[src/rtl/t1tg_pkg.sv]
package t1tg_pkg;
   typedef struct packed {
      logic fsync;
      logic chclk;
      logic msync;
      logic sigfr;
      logic sigsel;
      logic lclk;
      logic ldata;
   } strb_t;

   localparam strb_t STRB_IDLE = '0;
endpackage

[src/rtl/t1tg_bit_ctr.sv]
module t1tg_bit_ctr #(
   parameter int SLOTS     = 24,
   parameter int SLOT_BITS = 8
) (
   input  logic                         clk,
   input  logic                         rst_n,
   input  logic                         align,
   output logic                         is_fbit,
   output logic                         last_bit,
   output logic                         pre_last,
   output logic [$clog2(SLOT_BITS)-1:0] slot_bit
);
   localparam int FRAME_BITS = 1 + SLOTS * SLOT_BITS;
   localparam int BIT_W      = $clog2(FRAME_BITS);
   localparam int SB_W       = $clog2(SLOT_BITS);
   localparam logic [BIT_W-1:0] LAST_IDX = BIT_W'(FRAME_BITS - 1);
   localparam logic [BIT_W-1:0] PRE_IDX  = BIT_W'(FRAME_BITS - 2);
   localparam logic [SB_W-1:0]  SB_LAST  = SB_W'(SLOT_BITS - 1);

   logic [BIT_W-1:0] bit_q;
   logic [SB_W-1:0]  sb_q;

   always_ff @(posedge clk or negedge rst_n) begin
      if (!rst_n) begin
         bit_q <= '0;
         sb_q  <= '0;
      end else if (align || bit_q == LAST_IDX) begin
         bit_q <= '0;
         sb_q  <= '0;
      end else begin
         bit_q <= bit_q + 1'b1;
         if (bit_q == '0 || sb_q == SB_LAST)
            sb_q <= '0;
         else
            sb_q <= sb_q + 1'b1;
      end
   end

   assign is_fbit  = (bit_q == '0);
   assign last_bit = (bit_q == LAST_IDX);
   assign pre_last = (bit_q == PRE_IDX);
   assign slot_bit = sb_q;
endmodule

[src/rtl/t1tg_frame_ctr.sv]
module t1tg_frame_ctr #(
   parameter int SF_FRAMES   = 12,
   parameter int SIG_SPACING = 6
) (
   input  logic                                           clk,
   input  logic                                           rst_n,
   input  logic                                           align,
   input  logic                                           esf,
   input  logic                                           adv,
   output logic [$clog2(2*SF_FRAMES)-1:0]                 frm,
   output logic [$clog2(SIG_SPACING)-1:0]                 sig_ph,
   output logic [$clog2(2*SF_FRAMES/SIG_SPACING)-1:0]     grp
);
   localparam int ESF_FRAMES = 2 * SF_FRAMES;
   localparam int FRM_W      = $clog2(ESF_FRAMES);
   localparam int PH_W       = $clog2(SIG_SPACING);
   localparam int GRP_W      = $clog2(ESF_FRAMES / SIG_SPACING);
   localparam logic [FRM_W-1:0] SF_LAST  = FRM_W'(SF_FRAMES - 1);
   localparam logic [FRM_W-1:0] ESF_LAST = FRM_W'(ESF_FRAMES - 1);
   localparam logic [PH_W-1:0]  PH_LAST  = PH_W'(SIG_SPACING - 1);

   logic [FRM_W-1:0] frm_q;
   logic [PH_W-1:0]  ph_q;
   logic [GRP_W-1:0] grp_q;
   logic             wrap;

   assign wrap = (frm_q >= (esf ? ESF_LAST : SF_LAST));

   always_ff @(posedge clk or negedge rst_n) begin
      if (!rst_n) begin
         frm_q <= '0;
         ph_q  <= '0;
         grp_q <= '0;
      end else if (align || (adv && wrap)) begin
         frm_q <= '0;
         ph_q  <= '0;
         grp_q <= '0;
      end else if (adv) begin
         frm_q <= frm_q + 1'b1;
         if (ph_q == PH_LAST) begin
            ph_q  <= '0;
            grp_q <= grp_q + 1'b1;
         end else begin
            ph_q <= ph_q + 1'b1;
         end
      end
   end

   assign frm    = frm_q;
   assign sig_ph = ph_q;
   assign grp    = grp_q;
endmodule

[src/rtl/t1tg_link.sv]
module t1tg_link (
   input  logic clk,
   input  logic rst_n,
   input  logic line_data,
   input  logic is_fbit,
   input  logic pre_last,
   input  logic link_frame,
   output logic ldq
);
   logic hold_q;
   logic out_q;

   always_ff @(posedge clk or negedge rst_n) begin
      if (!rst_n) begin
         hold_q <= 1'b0;
         out_q  <= 1'b0;
      end else begin
         if (is_fbit && link_frame)
            hold_q <= line_data;
         if (pre_last && !link_frame)
            out_q <= hold_q;
      end
   end

   assign ldq = out_q;
endmodule

[src/rtl/t1tg_strobe_dec.sv]
module t1tg_strobe_dec
   import t1tg_pkg::*;
#(
   parameter int SF_FRAMES   = 12,
   parameter int SIG_SPACING = 6,
   parameter int SLOT_BITS   = 8,
   parameter bit OUT_REG     = 1'b0
) (
   input  logic                                       clk,
   input  logic                                       rst_n,
   input  logic                                       act,
   input  logic                                       esf,
   input  logic                                       is_fbit,
   input  logic [$clog2(SLOT_BITS)-1:0]               slot_bit,
   input  logic [$clog2(2*SF_FRAMES)-1:0]             frm,
   input  logic [$clog2(SIG_SPACING)-1:0]             sig_ph,
   input  logic [$clog2(2*SF_FRAMES/SIG_SPACING)-1:0] grp,
   input  logic                                       link_frame,
   input  logic                                       ldq,
   output strb_t                                      strb
);
   localparam int FRM_W = $clog2(2 * SF_FRAMES);
   localparam int PH_W  = $clog2(SIG_SPACING);
   localparam int SB_W  = $clog2(SLOT_BITS);
   localparam logic [FRM_W-1:0] SF_HALF  = FRM_W'(SF_FRAMES / 2);
   localparam logic [FRM_W-1:0] ESF_HALF = FRM_W'(SF_FRAMES);
   localparam logic [PH_W-1:0]  PH_LAST  = PH_W'(SIG_SPACING - 1);
   localparam logic [PH_W-1:0]  PH_HALF  = PH_W'(SIG_SPACING / 2);
   localparam logic [SB_W-1:0]  SB_HALF  = SB_W'(SLOT_BITS / 2);

   strb_t nxt;

   always_comb begin
      nxt = STRB_IDLE;
      if (act) begin
         nxt.fsync  = is_fbit;
         nxt.chclk  = !is_fbit && (slot_bit < SB_HALF);
         nxt.msync  = frm < (esf ? ESF_HALF : SF_HALF);
         nxt.sigfr  = (sig_ph == PH_LAST);
         nxt.sigsel = esf ? !grp[0] : (sig_ph < PH_HALF);
         nxt.lclk   = link_frame;
         nxt.ldata  = ldq;
      end
   end

   generate
      if (OUT_REG) begin : g_reg
         strb_t q;
         always_ff @(posedge clk or negedge rst_n) begin
            if (!rst_n) q <= STRB_IDLE;
            else        q <= nxt;
         end
         assign strb = q;
      end else begin : g_comb
         logic unused_clk;
         assign unused_clk = clk ^ rst_n;
         assign strb = nxt;
      end
   endgenerate
endmodule

[src/rtl/t1_sf_timing.sv]
module t1_sf_timing
   import t1tg_pkg::*;
#(
   parameter int SLOTS       = 24,
   parameter int SLOT_BITS   = 8,
   parameter int SF_FRAMES   = 12,
   parameter int SIG_SPACING = 6,
   parameter bit OUT_REG     = 1'b0
) (
   input  logic clk_line,
   input  logic rst_n,
   input  logic align_pulse,
   input  logic esf_sel,
   input  logic resync,
   input  logic line_data,
   output logic fsync_o,
   output logic chclk_o,
   output logic msync_o,
   output logic sigfr_o,
   output logic sigsel_o,
   output logic link_clk_o,
   output logic link_data_o
);
   localparam int ESF_FRAMES = 2 * SF_FRAMES;
   localparam int FRM_W      = $clog2(ESF_FRAMES);
   localparam int PH_W       = $clog2(SIG_SPACING);
   localparam int GRP_W      = $clog2(ESF_FRAMES / SIG_SPACING);
   localparam int SB_W       = $clog2(SLOT_BITS);

   initial begin : elab_chk
      assert (SLOT_BITS >= 2 && SLOT_BITS % 2 == 0)
         else $error("slot width must be even and at least 2");
      assert (SLOTS >= 2)
         else $error("need at least two slots per frame");
      assert (SF_FRAMES % 2 == 0 && SF_FRAMES % SIG_SPACING == 0)
         else $error("superframe length must be even and a multiple of the signaling spacing");
      assert (SIG_SPACING >= 2)
         else $error("signaling spacing too small");
      assert ((ESF_FRAMES / SIG_SPACING) % 2 == 0)
         else $error("extended format needs an even count of signaling groups");
   end

   logic             locked_q;
   logic             act;
   logic             is_fbit, last_bit, pre_last;
   logic [SB_W-1:0]  slot_bit;
   logic [FRM_W-1:0] frm;
   logic [PH_W-1:0]  sig_ph;
   logic [GRP_W-1:0] grp;
   logic             link_frame;
   logic             ldq;
   strb_t            strb;

   always_ff @(posedge clk_line or negedge rst_n) begin
      if (!rst_n)           locked_q <= 1'b0;
      else if (align_pulse) locked_q <= 1'b1;
   end

   assign act        = locked_q && !resync;
   assign link_frame = esf_sel ? !frm[0] : frm[0];

   t1tg_bit_ctr #(.SLOTS(SLOTS), .SLOT_BITS(SLOT_BITS)) u_bit (
      .clk      (clk_line),
      .rst_n    (rst_n),
      .align    (align_pulse),
      .is_fbit  (is_fbit),
      .last_bit (last_bit),
      .pre_last (pre_last),
      .slot_bit (slot_bit)
   );

   t1tg_frame_ctr #(.SF_FRAMES(SF_FRAMES), .SIG_SPACING(SIG_SPACING)) u_frm (
      .clk    (clk_line),
      .rst_n  (rst_n),
      .align  (align_pulse),
      .esf    (esf_sel),
      .adv    (last_bit),
      .frm    (frm),
      .sig_ph (sig_ph),
      .grp    (grp)
   );

   t1tg_link u_link (
      .clk        (clk_line),
      .rst_n      (rst_n),
      .line_data  (line_data),
      .is_fbit    (is_fbit),
      .pre_last   (pre_last),
      .link_frame (link_frame),
      .ldq        (ldq)
   );

   t1tg_strobe_dec #(
      .SF_FRAMES   (SF_FRAMES),
      .SIG_SPACING (SIG_SPACING),
      .SLOT_BITS   (SLOT_BITS),
      .OUT_REG     (OUT_REG)
   ) u_dec (
      .clk        (clk_line),
      .rst_n      (rst_n),
      .act        (act),
      .esf        (esf_sel),
      .is_fbit    (is_fbit),
      .slot_bit   (slot_bit),
      .frm        (frm),
      .sig_ph     (sig_ph),
      .grp        (grp),
      .link_frame (link_frame),
      .ldq        (ldq),
      .strb       (strb)
   );

   assign fsync_o     = strb.fsync;
   assign chclk_o     = strb.chclk;
   assign msync_o     = strb.msync;
   assign sigfr_o     = strb.sigfr;
   assign sigsel_o    = strb.sigsel;
   assign link_clk_o  = strb.lclk;
   assign link_data_o = strb.ldata;
endmodule

[config.mk]
export PLATFORM = sky130hd
export DESIGN_NAME = t1_sf_timing
export DESIGN_NICKNAME = d
export VERILOG_FILES = /design/src/rtl/t1tg_pkg.sv /design/src/rtl/t1tg_bit_ctr.sv /design/src/rtl/t1tg_frame_ctr.sv /design/src/rtl/t1tg_link.sv /design/src/rtl/t1tg_strobe_dec.sv /design/src/rtl/t1_sf_timing.sv
export SDC_FILE = /design/constraint.sdc
export NUM_CORES = 1
export LEC_CHECK = 0
export ABC_AREA = 1
export BUFFER_PORTS_ARGS = -buffer_cell sky130_fd_sc_hd__buf_2
export CAP_MARGIN = 20
export CORE_ASPECT_RATIO = 2
export CORE_MARGIN = 8
export CORE_UTILIZATION = 40
export DETAILED_ROUTE_END_ITERATION = 8
export HOLD_SLACK_MARGIN = 0.08
export PLACE_DENSITY = 0.67
export SLEW_MARGIN = 20
export SYNTH_ARGS = -nofsm -noshare
export SYNTH_HDL_FRONTEND = slang
export SYNTH_SLANG_ARGS = --single-unit
[constraint.sdc]
create_clock -name clk_line -period 1.28 [get_ports clk_line]
set_clock_uncertainty 0.05 [all_clocks]
set_input_delay 0 -clock clk_line [delete_from_list [all_inputs] [get_ports clk_line]]
set_output_delay 0 -clock clk_line [all_outputs]
set_load 0.05 [all_outputs]
-- After elaboration in Yosys (flattened, before gate mapping)
Index checks and enable logic that the tools add are counted.
- shift-type cells: 0
- multipliers: 0
- equal/unequal tests: 4
- muxes and demuxes: 16
- reduce and logical (&&, ||, !) cells: 17
- divide/modulo/power cells: 0
- bitwise gates (word level): 0
- $lt $le $gt $ge: 4
- $add $sub $neg: 5
- operators by type and width (cell ; number):
    equality test 8 bit (second input constant) ; 2
    two-way mux 3 bit ; 5
    two-way mux 5 bit ; 3
    adder 8 x 1 -> 8 bit (second input constant) ; 1
    logical NOT 8 bit ; 1
    two-way mux 8 bit ; 1
    two-way mux 7 bit ; 1
    adder 3 x 1 -> 3 bit (second input constant) ; 2
    equality test 3 bit (second input constant) ; 2
    two-way mux 2 bit ; 3
    adder 5 x 1 -> 5 bit (second input constant) ; 1
    greater-or-equal comparator 5 bit ; 1
    logical AND 1 bit ; 5
    logical NOT 1 bit ; 5
    less-than comparator 5 bit ; 1
    two-way mux 4 bit ; 1
    nonzero test 2 bit ; 2
    logical OR 1 bit ; 3
    less-than comparator 3 x 2 -> 1 bit (second input constant) ; 1
    less-than comparator 3 bit (second input constant) ; 1
    adder 2 x 1 -> 2 bit (second input constant) ; 1
    two-way mux 1 bit ; 2
    AND reduction 2 bit ; 1
- bits in latches: 0
- ROM bits: 0
- memories kept: 0
- word-level logic and storage cells: 54
- bits of input ports: 6
- RAM bits: 0
- register bits: 24
- output and inout port bits: 7

-- Longest topological paths before layout
Gate-level depths: netlist of the first run.
- depth after elaboration: 6
- gate-level depth with buffers: 11
- depth with buffers taken out: 10

-- Cells and area by module
Synthesis of the first run repeated with hierarchy kept, for this count alone.
- cell total of the unflattened synthesis: 210
- area, all modules: 1525.2 µm²
- by module, submodules not included (module ; times used ; seq. area each (µm²) ; cells an instance ; area each (µm²)):
    t1tg_frame_ctr ; 1 ; 250.2 ; 85 ; 654.4
    t1tg_bit_ctr ; 1 ; 275.3 ; 80 ; 615.6
    t1tg_strobe_dec ; 1 ; 0.0 ; 25 ; 111.4
    t1tg_link ; 1 ; 50.0 ; 11 ; 86.3
    t1_sf_timing ; 1 ; 25.0 ; 9 ; 57.6

-- Least setup slack after synthesis of the first run
No wires, ideal clock.
- kind: register to output
- start point: reg u_frm.frm_q[3] (netlist: u_frm.frm[3])
- end point: out msync_o
- arrival time: 2264 ps
- buffers on the path: 0
- path slack: -1034 ps
- stages on the path, launching flop included: 5
- data required time: 1230 ps
- path through: dfrtp_1 > ha_1 > o21ai_0 > nor2_1 > nor4_1
- word-level cells in the longest chain between the ends: 2
- RTL lines (element ; RTL line ; text):
    start, declared ; t1tg_frame_ctr.sv:22 ; logic [FRM_W-1:0] frm_q;
    start signal, assigned ; t1tg_frame_ctr.sv:39 ; frm_q <= frm_q + 1'b1;
    less-than comparator 5 bit ; t1tg_strobe_dec.sv:38 ; nxt.msync = frm < (esf ? ESF_HALF : SF_HALF);
    two-way mux 7 bit ; t1tg_strobe_dec.sv:35 ; if (act) begin
    end, declared ; t1_sf_timing.sv:18 ; output logic msync_o,
Every way passes these cells.

-- Worst setup path in the final report of the first run
- start point: reg u_bit.bit_q[7]
- end point: out chclk_o
- word-level cells in the longest chain between the ends: 4
- RTL lines (element ; RTL line ; text):
    start, declared ; t1tg_bit_ctr.sv:20 ; logic [BIT_W-1:0] bit_q;
    start signal, assigned ; t1tg_bit_ctr.sv:31 ; bit_q <= bit_q + 1'b1;
    logical NOT 8 bit ; t1tg_bit_ctr.sv:39 ; assign is_fbit = (bit_q == '0);
    logical NOT 1 bit ; t1tg_strobe_dec.sv:37 ; nxt.chclk = !is_fbit && (slot_bit < SB_HALF);
    logical AND 1 bit ; t1tg_strobe_dec.sv:37 ;
    two-way mux 7 bit ; t1tg_strobe_dec.sv:35 ;
    end, declared ; t1_sf_timing.sv:17 ; output logic chclk_o,
Every way passes these cells.

==> impl_metrics.env, run 1 <==
export IMPL_post_layout_total_power_uw=1810
export IMPL_placeable_core_region_sq_um=3340
export IMPL_hp_class="in -> async"
export IMPL_port_buffers=12
export IMPL_detailedRoute_firstPassIterationCount=5
export IMPL_critical_path_startpoint="u_bit.bit_q[7]"
export IMPL_synthTopCellsByArea="sky130_fd_sc_hd__dfrtp_1 (42%), sky130_fd_sc_hd__nand2_1 (12%), sky130_fd_sc_hd__ha_1 (8.1%)"
export IMPL_number_of_vias_in_the_routed_layout=1335
export IMPL_rd_place_congestion=0.833
export IMPL_area_growth_syn_to_layout_pct=48.3
export IMPL_r2r_start="u_bit.bit_q[0]"
export IMPL_synth_top_area_share_pct=41.5
export IMPL_critical_path_top_delay_family="simple AND/OR/NAND/NOR gates"
export IMPL_grt_setup_unrepaired="true"
export IMPL_max_freq_mhz=661
export IMPL_tightest_slew_ns=0.541
export IMPL_synth_async_sr_flop_share_pct=100
export IMPL_antennaDiodeCount=0
export IMPL_outcome="finished, violations left"
export IMPL_grt_antenna_before_repair=0
export IMPL_post_dp_hpwl_mm=2.58
export IMPL_ys_warnings_count=0
export IMPL_design_die_area_sq_um=5720
export IMPL_worstPathRequired_ns=1.23
export IMPL_rr_endpoint="u_frm.grp[0]"
export IMPL_cts_tree="done"
export IMPL_largest_fanout_on_the_critical_path=3
export IMPL_die_h_microns=99.3
export IMPL_final_max_slew_violation_count=0
export IMPL_number_of_synthesized_flops_with_an_enable_pin=0
export IMPL_track_usage_pct=12.6
export IMPL_dominantRegCellSynth="sky130_fd_sc_hd__dfrtp_1"
export IMPL_globalRouteMet2Util_pct=24.2
export IMPL_drcViolationCount=0
export IMPL_maxSlewHeadroom_pct=63.9
export IMPL_grt_first_pass_wirelength_mm=5.69
export IMPL_cts_root_to_sink_buffers=2
export IMPL_fin_setup_tns_ns=-2.96
export IMPL_synthMostInstantiatedCell="sky130_fd_sc_hd__nand2_1"
export IMPL_synthDominantAreaCellType="sky130_fd_sc_hd__dfrtp_1"
export IMPL_timing_final_hold_violations=0
export IMPL_layout_min_cycle_time_ns=1.51
export IMPL_critical_path_max_stage_delay_ns=0.38
export IMPL_fp_dieW_microns=57.6
export IMPL_filler_cell_count=297
export IMPL_type_of_the_worst_setup_path="reg -> out"
export IMPL_placementRows=30
export IMPL_worstSetupStartpointType="flop"
export IMPL_worst_slack_ns=-0.234
export IMPL_p_leak_uw=0.000997
export IMPL_worst_r2r_setup_slack_ns=-0.17
export IMPL_grt_use_met1_pct=11.0
export IMPL_vias_in_the_first_global_route=1379
export IMPL_wire_per_inst_microns=13.3
export IMPL_cts_root_buffer_cell="sky130_fd_sc_hd__clkbuf_8"
export IMPL_cellPowerDensity_nw_per_um2=880
export IMPL_timing_critical_path_depth=5
export IMPL_postLayoutCoreUtil_pct=61.5
export IMPL_drt_initial_drc_count=15
export IMPL_multi_input_comb_area_sq_um=883
export IMPL_timing_critical_path_to_type="output port"
export IMPL_top_usage_layer="met2"
export IMPL_starting_density_of_the_core_pct=41.5
export IMPL_post_synthesis_cell_type_count=26
export IMPL_failed_checks="negative setup slack"
export IMPL_synth_area_sq_um=1390
export IMPL_layout_net_count=239
export IMPL_ys_seq_area_share_pct=41.5
export IMPL_numPlacedInstances=243
export IMPL_syn_num_nets=195
export IMPL_vias_per_cell=5.24
export IMPL_met3_global_route_usage_pct=1.68
export IMPL_worst_setup_path_endpoint="chclk_o"
export IMPL_drt_antenna_violating_nets=0
export IMPL_cts_clk_slew_worst_paths_ns=0.09
export IMPL_timing_critical_path_slowest_stage_cell="sky130_fd_sc_hd__dfrtp_1"
export IMPL_synth_ff_latch_count=23
export IMPL_cts_buffers_inserted=3
export IMPL_worst_setup_timing_slack_at_the_placement_stage_ns=-0.178
export IMPL_instances_no_fill=255
export IMPL_clkLatencyLatePin_ns=0.27
export IMPL_synthTopCellsByCount="sky130_fd_sc_hd__nand2_1 (43), sky130_fd_sc_hd__inv_1 (26), sky130_fd_sc_hd__dfrtp_1 (23)"
export IMPL_boundary_pin_count=13
export IMPL_cap_viol_max_count=0
export IMPL_final_layout_size_suffix_gt1_share_pct=40.8
export IMPL_setup_viol=27
export IMPL_routed_wirelength_mm=3.38
export IMPL_critPathBufInv=2
export IMPL_cp_data_arrival_time_ns=1.46
export IMPL_global_route_overflow_total=0
export IMPL_postSynthCellCount=180
export IMPL_layout_worst_path_cycle_share_pct=118
export IMPL_clock_sink_count=23
export IMPL_grt_max_degree=24
export IMPL_htree_num_levels=1
export IMPL_r2r_cells=11
export IMPL_worst_ir_drop_vdd_uv=726
export IMPL_ff_latch_area_sq_um=577
export IMPL_crit_chain="or2_4, nor3_4, buf_6, nor3_4, buf_6"
export IMPL_synth_area_per_cell_sq_um=7.70
-- metrics by stage --
stage                     hold slack, ns  area [sq um]
after global placement           -0.0334          1750
after floorplan                   -0.346          1510
after detailed placement         -0.0316          1750
after CTS                          0.219          1970
after global routing               0.258          2060
final                              0.191          2060
-- metal layers --
layer / part of all wire (%) / up-vias
li1: - / 659
met3: 2.5 / 13
met2: 56 / 25
met4: 5.1 / 0
met5: 0 / -
met1: 36 / 638
-- where the power goes --
group / internal, uW / switching [uW] / total, uW / leakage (uW)
sequential: 774 / 40.4 / 814 / 0.000305
combinational: 240 / 295 / 535 / 0.000669
clock: 222 / 238 / 460 / 0.0000228
total: 1240 / 573 / 1810 / 0.000997
-- logic make-up (layout without fill, tap and decap cells) --
logic type	after synthesis	in the layout	share of synthesized area [%]
AOI/OAI and AO/OA	14	14	5.23
xor gates and xnor gates	3	3	1.90
and+or+nand+nor	99	99	32.9
DFF	23	23	41.5
buffers and inverters	32	75	10.3
adders and majority gates	9	9	8.12
-- how the worst min path moves through the flow --
stage | from | to | slack (ns) | depth (start not counted)
floorplan | rst_n | locked_q | -0.35 | 0
CTS | rst_n | u_bit.bit_q[5] | 0.22 | 2
global route | rst_n | u_bit.bit_q[5] | 0.26 | 2
detailed placement | rst_n | u_bit.slot_bit[0] | -0.03 | 1
global placement | rst_n | u_bit.slot_bit[2] | -0.03 | 1
finish | rst_n | u_bit.bit_q[5] | 0.19 | 2
-- layout by cell type (no fill, tap or decap), types with 2 or more instances in the layout --
cell type                       instances
sky130_fd_sc_hd__ha_4                   3
sky130_fd_sc_hd__nor3_1                 2
sky130_fd_sc_hd__buf_2                  5
sky130_fd_sc_hd__or2_4                  2
sky130_fd_sc_hd__o21ai_0                3
sky130_fd_sc_hd__nand2_4                2
sky130_fd_sc_hd__nor2_4                 2
sky130_fd_sc_hd__nand4_1               10
sky130_fd_sc_hd__buf_6                 14
sky130_fd_sc_hd__ha_1                   5
sky130_fd_sc_hd__nor2_2                 6
sky130_fd_sc_hd__nand3_1                5
sky130_fd_sc_hd__nor3_4                 2
sky130_fd_sc_hd__inv_2                  6
sky130_fd_sc_hd__buf_4                 19
sky130_fd_sc_hd__dfrtp_1               22
sky130_fd_sc_hd__dlygate4sd3_1          3
sky130_fd_sc_hd__buf_12                 2
sky130_fd_sc_hd__nor2_1                15
sky130_fd_sc_hd__a21oi_2                3
sky130_fd_sc_hd__clkbuf_8               3
sky130_fd_sc_hd__a21oi_1                4
sky130_fd_sc_hd__o21ai_1                2
sky130_fd_sc_hd__nand2_1               37
sky130_fd_sc_hd__nor4_4                 3
sky130_fd_sc_hd__inv_1                 20
sky130_fd_sc_hd__nand2_2                8
-- sequential cells by signal, summed over array words and instances, names as in the netlist --
signal / flops
u_frm.grp: 1
locked_q: 1
u_link.ldq: 1
u_frm.frm: 5
u_frm.sig_ph: 3
u_bit.slot_bit: 3
u_bit.bit_q: 8
u_link.hold_q: 1
-- final cells by class --
class | instances | area share [%]
Tap cell | 32 | 1.95
Clock buffer | 4 | 2.19
Sequential cell | 23 | 28.1
Timing Repair Buffer | 43 | 19.2
Inverter | 28 | 5.60
Multi-Input combinational cell | 125 | 43.0
-- what timing repair did --
item / 4_1_cts / 5_1_grt
buffers inserted: 4 / 1
pin swaps: 17 / 8
resized for setup: 35 / 22
endpoints found under the hold margin: 25 / 0
setup endpoints to repair: 29 / 29
hold buffers: 3 / 0
Note: power is estimated with default switching activity, not from simulation.
==> run 2: changes to the inputs <==
--- a/config.mk
+++ b/config.mk
@@ -13,8 +13,9 @@
 export CORE_UTILIZATION = 40
 export DETAILED_ROUTE_END_ITERATION = 8
 export HOLD_SLACK_MARGIN = 0.08
-export PLACE_DENSITY = 0.67
+export PLACE_DENSITY = 0.66
 export SLEW_MARGIN = 20
 export SYNTH_ARGS = -nofsm -noshare
 export SYNTH_HDL_FRONTEND = slang
+export SYNTH_HIERARCHICAL = 1
 export SYNTH_SLANG_ARGS = --single-unit
==> run 2 against run 1 <==
  * The flow still finishes with violations (negative setup slack)
  * Non-clock buffer count up 12
  * Design area grew 15%
  * Clock-buffer cell count fell by 1
  * Largest cell class unchanged
==> impl_metrics.env, run 2 <==
export IMPL_outcome="finished, violations left"
export IMPL_failed_checks="negative setup slack"
export IMPL_area_growth_syn_to_layout_pct=59.3
export IMPL_timing_critical_path_to_type="output port"
export IMPL_postSynthCellCount=204
export IMPL_syn_num_nets=219
export IMPL_post_layout_total_power_uw=2070
export IMPL_routed_wirelength_mm=4.06
export IMPL_crit_chain="inv_2, ha_4, nand2_2, nor2_1, nand2_1, inv_2, nand2_2, clkinvlp_4, buf_8"
export IMPL_multi_input_comb_area_sq_um=1030
export IMPL_grt_first_pass_wirelength_mm=6.67
export IMPL_synth_area_per_cell_sq_um=7.26
export IMPL_cap_viol_max_count=0
export IMPL_timing_critical_path_slowest_stage_cell="sky130_fd_sc_hd__dfrtp_1"
export IMPL_critical_path_max_stage_delay_ns=0.40
export IMPL_post_dp_cell_area_sq_um=1880
export IMPL_post_route_cell_area_sq_um=2360
export IMPL_cts_tree="done"
export IMPL_drt_antenna_violating_nets=0
export IMPL_layout_min_cycle_time_ns=1.61
export IMPL_drt_initial_drc_count=28
export IMPL_cts_buffers_inserted=3
export IMPL_largest_fanout_on_the_critical_path=3
export IMPL_p_leak_uw=0.00120
export IMPL_cp_data_arrival_time_ns=1.56
export IMPL_post_dp_hpwl_mm=2.79
export IMPL_timing_final_hold_violations=0
export IMPL_antennaDiodeCount=0
export IMPL_worst_slack_ns=-0.330
export IMPL_setup_viol=20
export IMPL_fp_dieW_microns=59.0
export IMPL_clkLatencyLatePin_ns=0.26
export IMPL_global_route_overflow_total=0
export IMPL_cellPowerDensity_nw_per_um2=878
export IMPL_max_freq_mhz=621
export IMPL_worstSetupStartpointType="flop"
export IMPL_worst_setup_timing_slack_at_the_placement_stage_ns=-0.243
export IMPL_cts_root_buffer_cell="sky130_fd_sc_hd__clkbuf_8"
export IMPL_final_layout_size_suffix_gt1_share_pct=48.5
export IMPL_critPathBufInv=4
export IMPL_worstPathRequired_ns=1.23
export IMPL_type_of_the_worst_setup_path="reg -> out"
export IMPL_die_h_microns=102
export IMPL_critical_path_top_delay_family="flip-flops"
export IMPL_mostFrequentLayoutCells="sky130_fd_sc_hd__nand2_1 (45), sky130_fd_sc_hd__buf_4 (30), sky130_fd_sc_hd__nor2_1 (25)"
export IMPL_wire_per_inst_microns=13.0
export IMPL_layout_worst_path_cycle_share_pct=126
export IMPL_track_usage_pct=14.4
export IMPL_design_die_area_sq_um=6020
export IMPL_hp_class="in -> async"
export IMPL_cts_clk_slew_worst_paths_ns=0.08
export IMPL_number_of_vias_in_the_routed_layout=1487
export IMPL_layout_net_count=280
export IMPL_fin_setup_tns_ns=-2.85
export IMPL_rd_place_congestion=0.865
export IMPL_starting_density_of_the_core_pct=41.5
export IMPL_tightest_slew_ns=0.545
export IMPL_cts_root_to_sink_buffers=2
export IMPL_ff_latch_area_sq_um=576
export IMPL_final_max_slew_violation_count=0
export IMPL_worst_ir_drop_vdd_uv=545
export IMPL_boundary_pin_count=13
export IMPL_grt_antenna_before_repair=0
export IMPL_placementRows=31
export IMPL_filler_cell_count=302
export IMPL_postLayoutCoreUtil_pct=66.1
export IMPL_grt_setup_unrepaired="true"
export IMPL_port_buffers=12
export IMPL_drcViolationCount=0
export IMPL_ys_warnings_count=6
export IMPL_htree_num_levels=1
export IMPL_layout_cells_most_common="sky130_fd_sc_hd__nand2_1"
export IMPL_vias_per_cell=4.75
export IMPL_top_register="u_bit/bit_q"
export IMPL_largest_register_ff_count=8
export IMPL_maxSlewHeadroom_pct=63.6
export IMPL_grt_max_degree=24
export IMPL_vias_in_the_first_global_route=1568
export IMPL_detailedRoute_firstPassIterationCount=4
export IMPL_synth_area_sq_um=1480
export IMPL_placeable_core_region_sq_um=3570
export IMPL_clock_sink_count=23
run 2: worst register-to-register path, delay by kind of cell, from the launching register on:
| kind | cells | cell delay [ns] |
|---|---|---|
| adder cells (fa/ha/maj) | 1 | 0.15 |
| buffers and inverters | 5 | 0.50 |
| AND/OR/NAND/NOR | 5 | 0.40 |
| flip-flops | 1 | 0.40 |
run 2: final cells by class:
cell class | count | area share (%)
Multi-Input combinational cell | 143 | 43.7
Inverter | 39 | 6.79
Sequential cell | 23 | 24.4
Clock inverter | 1 | 0.212
Timing Repair Buffer | 55 | 20.5
Tap cell | 49 | 2.60
Clock buffer | 3 | 1.75
run 2: power breakdown:
| group | total (uW) | internal, uW | switching [uW] |
|---|---|---|---|
| Combinational | 764 | 320 | 444 |
| Clock | 452 | 217 | 235 |
| Sequential | 853 | 789 | 63.5 |
run 2: path summary, 6_finish.rpt:
| path | start | slack (ns) | to | cells after the start |
|---|---|---|---|---|
| setup / recovery | u_bit/bit_q[0] | -0.33 | fsync_o | 9 |
| hold / removal | rst_n | 0.20 | u_bit/bit_q[4] | 2 |
| setup reg to reg | u_bit/bit_q[0] | -0.27 | u_link/hold_q | 11 |
| hold reg to reg | u_link/hold_q | 0.44 | u_link/hold_q | 2 |
| max in group asynchronous | rst_n | 0.62 | u_frm/frm[1] | 2 |
| min in group clk_line | esf_sel | 0.29 | u_link/ldq | 7 |
run 2: what timing repair did:
item,CTS,global route
cloned,1,0
resized for setup,55,28
pin swaps,22,27
endpoints found under the setup margin,29,29
setup buffers,10,9
hold buffers,3,0
hold endpoints to repair,26,0
run 2: through the flow:
step,std cells,hold slack [ns]
floorplan,204,-0.346
global placement,293,-0.0406
detailed placement,293,-0.0406
CTS,308,0.214
global route,313,0.266
finish,313,0.202
run 2: layer usage:
layer	routed length [microns]	vias to the layer above	GRT usage [%]	share of wire, %
met3	56	13	1.26	1.4
li1	-	728	-	-
met5	0	-	0	0
met4	189	0	8.72	4.7
met2	2410	26	29.5	59
met1	1410	720	12.3	35
==> run 3: changes to the inputs <==
--- a/config.mk
+++ b/config.mk
@@ -5,7 +5,6 @@
 export SDC_FILE = /design/constraint.sdc
 export NUM_CORES = 1
 export LEC_CHECK = 0
-export ABC_AREA = 1
 export BUFFER_PORTS_ARGS = -buffer_cell sky130_fd_sc_hd__buf_2
 export CAP_MARGIN = 20
 export CORE_ASPECT_RATIO = 2
@@ -13,7 +12,7 @@
 export CORE_UTILIZATION = 40
 export DETAILED_ROUTE_END_ITERATION = 8
 export HOLD_SLACK_MARGIN = 0.08
-export PLACE_DENSITY = 0.66
+export PLACE_DENSITY = 0.65
 export SLEW_MARGIN = 20
 export SYNTH_ARGS = -nofsm -noshare
 export SYNTH_HDL_FRONTEND = slang
==> constraint.sdc (replaced) <==
create_clock -name clk_line -period 1.6 [get_ports clk_line]
set_clock_uncertainty 0.05 [all_clocks]
set_input_delay 0 -clock clk_line [delete_from_list [all_inputs] [get_ports clk_line]]
set_output_delay 0 -clock clk_line [all_outputs]
set_load 0.05 [all_outputs]
==> run 3 against run 2 <==
  * The flow still finishes with violations (negative setup slack)
  * Global-route usage fell by 3.2 points
  * Non-clock buffer count fell by 5
  * Flip-flop and latch count did not move
  * First-iteration DRC count fell by 29%
  * Largest power group unchanged
  * Power fell by 21%
  * Clock-buffer cell count did not move
  * Register-to-register slack got worse by 0.05 ns
  * Utilization fell by 4.2 points
==> impl_metrics.env, run 3 <==
export IMPL_global_route_overflow_total=0
export IMPL_layout_worst_path_cycle_share_pct=124
export IMPL_track_usage_pct=11.2
export IMPL_outcome="finished, violations left"
export IMPL_grt_max_degree=24
export IMPL_grt_first_pass_wirelength_mm=5.31
export IMPL_cts_tree="done"
export IMPL_drcViolationCount=0
export IMPL_layout_net_count=206
export IMPL_layout_min_cycle_time_ns=1.98
export IMPL_fin_setup_tns_ns=-2.19
export IMPL_worst_ir_drop_vdd_uv=833
export IMPL_grt_antenna_before_repair=0
export IMPL_clock_sink_count=23
export IMPL_timing_critical_path_to_type="output port"
export IMPL_area_growth_syn_to_layout_pct=51.8
export IMPL_seq_power_share_pct=41.8
export IMPL_vias_in_the_first_global_route=1251
export IMPL_postSynthCellCount=139
export IMPL_cell_internal_pwr_uw=1070
export IMPL_largest_fanout_on_the_critical_path=3
export IMPL_synth_area_per_cell_sq_um=9.68
export IMPL_cts_buffers_inserted=3
export IMPL_power_share_switching_pct=34.3
export IMPL_p_switching_uw=562
export IMPL_max_freq_mhz=504
export IMPL_mostFrequentLayoutCells="sky130_fd_sc_hd__buf_4 (30), sky130_fd_sc_hd__dfrtp_1 (21), sky130_fd_sc_hd__nor2_1 (12)"
export IMPL_pwr_share_comb_pct=35.2
export IMPL_power_clock_fraction_pct=23.0
export IMPL_failed_checks="negative setup slack"
export IMPL_post_layout_total_power_uw=1640
export IMPL_detailedRoute_firstPassIterationCount=4
export IMPL_worstSetupStartpointType="flop"
export IMPL_tightest_slew_ns=0.522
export IMPL_design_die_area_sq_um=5590
export IMPL_p_leak_uw=0.000925
export IMPL_boundary_pin_count=13
export IMPL_maxSlewHeadroom_pct=65.2
export IMPL_starting_density_of_the_core_pct=40.7
export IMPL_syn_num_nets=154
export IMPL_grt_setup_unrepaired="true"
export IMPL_setup_viol=19
export IMPL_synth_area_sq_um=1350
export IMPL_layout_cells_most_common="sky130_fd_sc_hd__buf_4"
export IMPL_placeable_core_region_sq_um=3300
export IMPL_cp_data_arrival_time_ns=1.93
export IMPL_hp_class="in -> async"
export IMPL_number_of_vias_in_the_routed_layout=1243
export IMPL_vias_per_cell=5.60
export IMPL_filler_cell_count=282
export IMPL_clkLatencyLatePin_ns=0.27
export IMPL_antennaDiodeCount=0
export IMPL_timing_final_hold_violations=0
export IMPL_numPlacedInstances=202
export IMPL_top_register="u_bit/bit_q"
export IMPL_cts_root_buffer_cell="sky130_fd_sc_hd__clkbuf_8"
export IMPL_post_dp_hpwl_mm=2.17
export IMPL_wire_per_inst_microns=16.2
export IMPL_drt_initial_drc_count=20
export IMPL_rd_place_congestion=0.775
export IMPL_cts_root_to_sink_buffers=2
export IMPL_type_of_the_worst_setup_path="reg -> out"
export IMPL_fp_dieW_microns=57.0
export IMPL_cellPowerDensity_nw_per_um2=801
export IMPL_port_buffers=12
export IMPL_final_max_slew_violation_count=0
export IMPL_cts_clk_slew_worst_paths_ns=0.09
export IMPL_cap_viol_max_count=0
export IMPL_instances_no_fill=222
export IMPL_worstPathRequired_ns=1.55
export IMPL_die_h_microns=98.0
export IMPL_placementRows=30
export IMPL_worst_slack_ns=-0.385
export IMPL_routed_wirelength_mm=3.59
export IMPL_htree_num_levels=1
export IMPL_ys_warnings_count=6
export IMPL_final_layout_size_suffix_gt1_share_pct=50.0
export IMPL_fin_worst_hold_slack_ns=0.178
export IMPL_drt_antenna_violating_nets=0
export IMPL_largest_register_ff_count=8
-- run 3: cell type report --
cell class	count	area [sq um]	area share [%]
Sequential cell	23	578	28.3
Timing Repair Buffer	50	390	19.1
Clock buffer	3	41.3	2.02
Tap cell	32	40.0	1.96
Clock inverter	1	5.00	0.245
Inverter	9	33.8	1.65
Multi-Input combinational cell	104	953	46.7
-- run 3: stage by stage --
stage / setup slack, ns / area (sq um) / util (%)
3_5_place_dp: -0.226 / 1630 / 49.5
2_1_floorplan: -0.214 / 1400 / -
3_3_place_gp: -0.171 / 1630 / 49.5
5_1_grt: -0.479 / 2040 / 61.8
6_report: -0.385 / 2040 / 61.8
4_1_cts: -0.365 / 1840 / 55.6
-- run 3: path summary, 6_finish.rpt --
path	from	endpoint	slack, ns	depth (start not counted)
max in group asynchronous	rst_n	u_bit/bit_q[5]	0.94	2
worst max register to register	u_bit/bit_q[0]	u_link/hold_q	-0.32	7
worst min-delay path	rst_n	u_link/ldq	0.18	2
worst min register to register	u_bit/slot_bit[0]	u_bit/slot_bit[0]	0.39	1
worst max-delay path	u_bit/bit_q[0]	chclk_o	-0.38	7
min in group clk_line	esf_sel	u_link/hold_q	0.28	5
-- run 3: power by group through the flow --
stage               Sequential (uW)  Combinational [uW]  Clock, uW
finish                          684                 576        375
global route                    692                 625        401
CTS                             680                 475        386
detailed placement              690                 411          0
global placement                687                 401          0
floorplan                       697                 256          0
-- run 3: per-layer routing --
| layer | GRT usage, % | up-vias | wire (microns) |
|---|---|---|---|
| li1 | - | 606 | - |
| met2 | 19.6 | 41 | 1900 |
| met1 | 12.7 | 586 | 1420 |
| met5 | 0 | - | 0 |
| met4 | 3.82 | 0 | 75 |
| met3 | 2.60 | 10 | 190 |
-- run 3: worst max-delay path, cell delays in order, from the launching register on --
cell and delay (ns):
sky130_fd_sc_hd__dfrtp_1 0.38, sky130_fd_sc_hd__inv_1 0.06, sky130_fd_sc_hd__ha_2 0.16, sky130_fd_sc_hd__or4b_4 0.48
sky130_fd_sc_hd__nor4_4 0.20, sky130_fd_sc_hd__buf_4 0.18, sky130_fd_sc_hd__nor3b_4 0.04, sky130_fd_sc_hd__buf_6 0.15
-- run 3: timing repair --
action,in CTS,in global routing
gates resized for setup,23,29
hold endpoints to repair,26,0
setup buffers,6,8
endpoints found under the setup margin,14,18
pin swaps,2,15
gates cloned,0,1
hold buffers,3,0
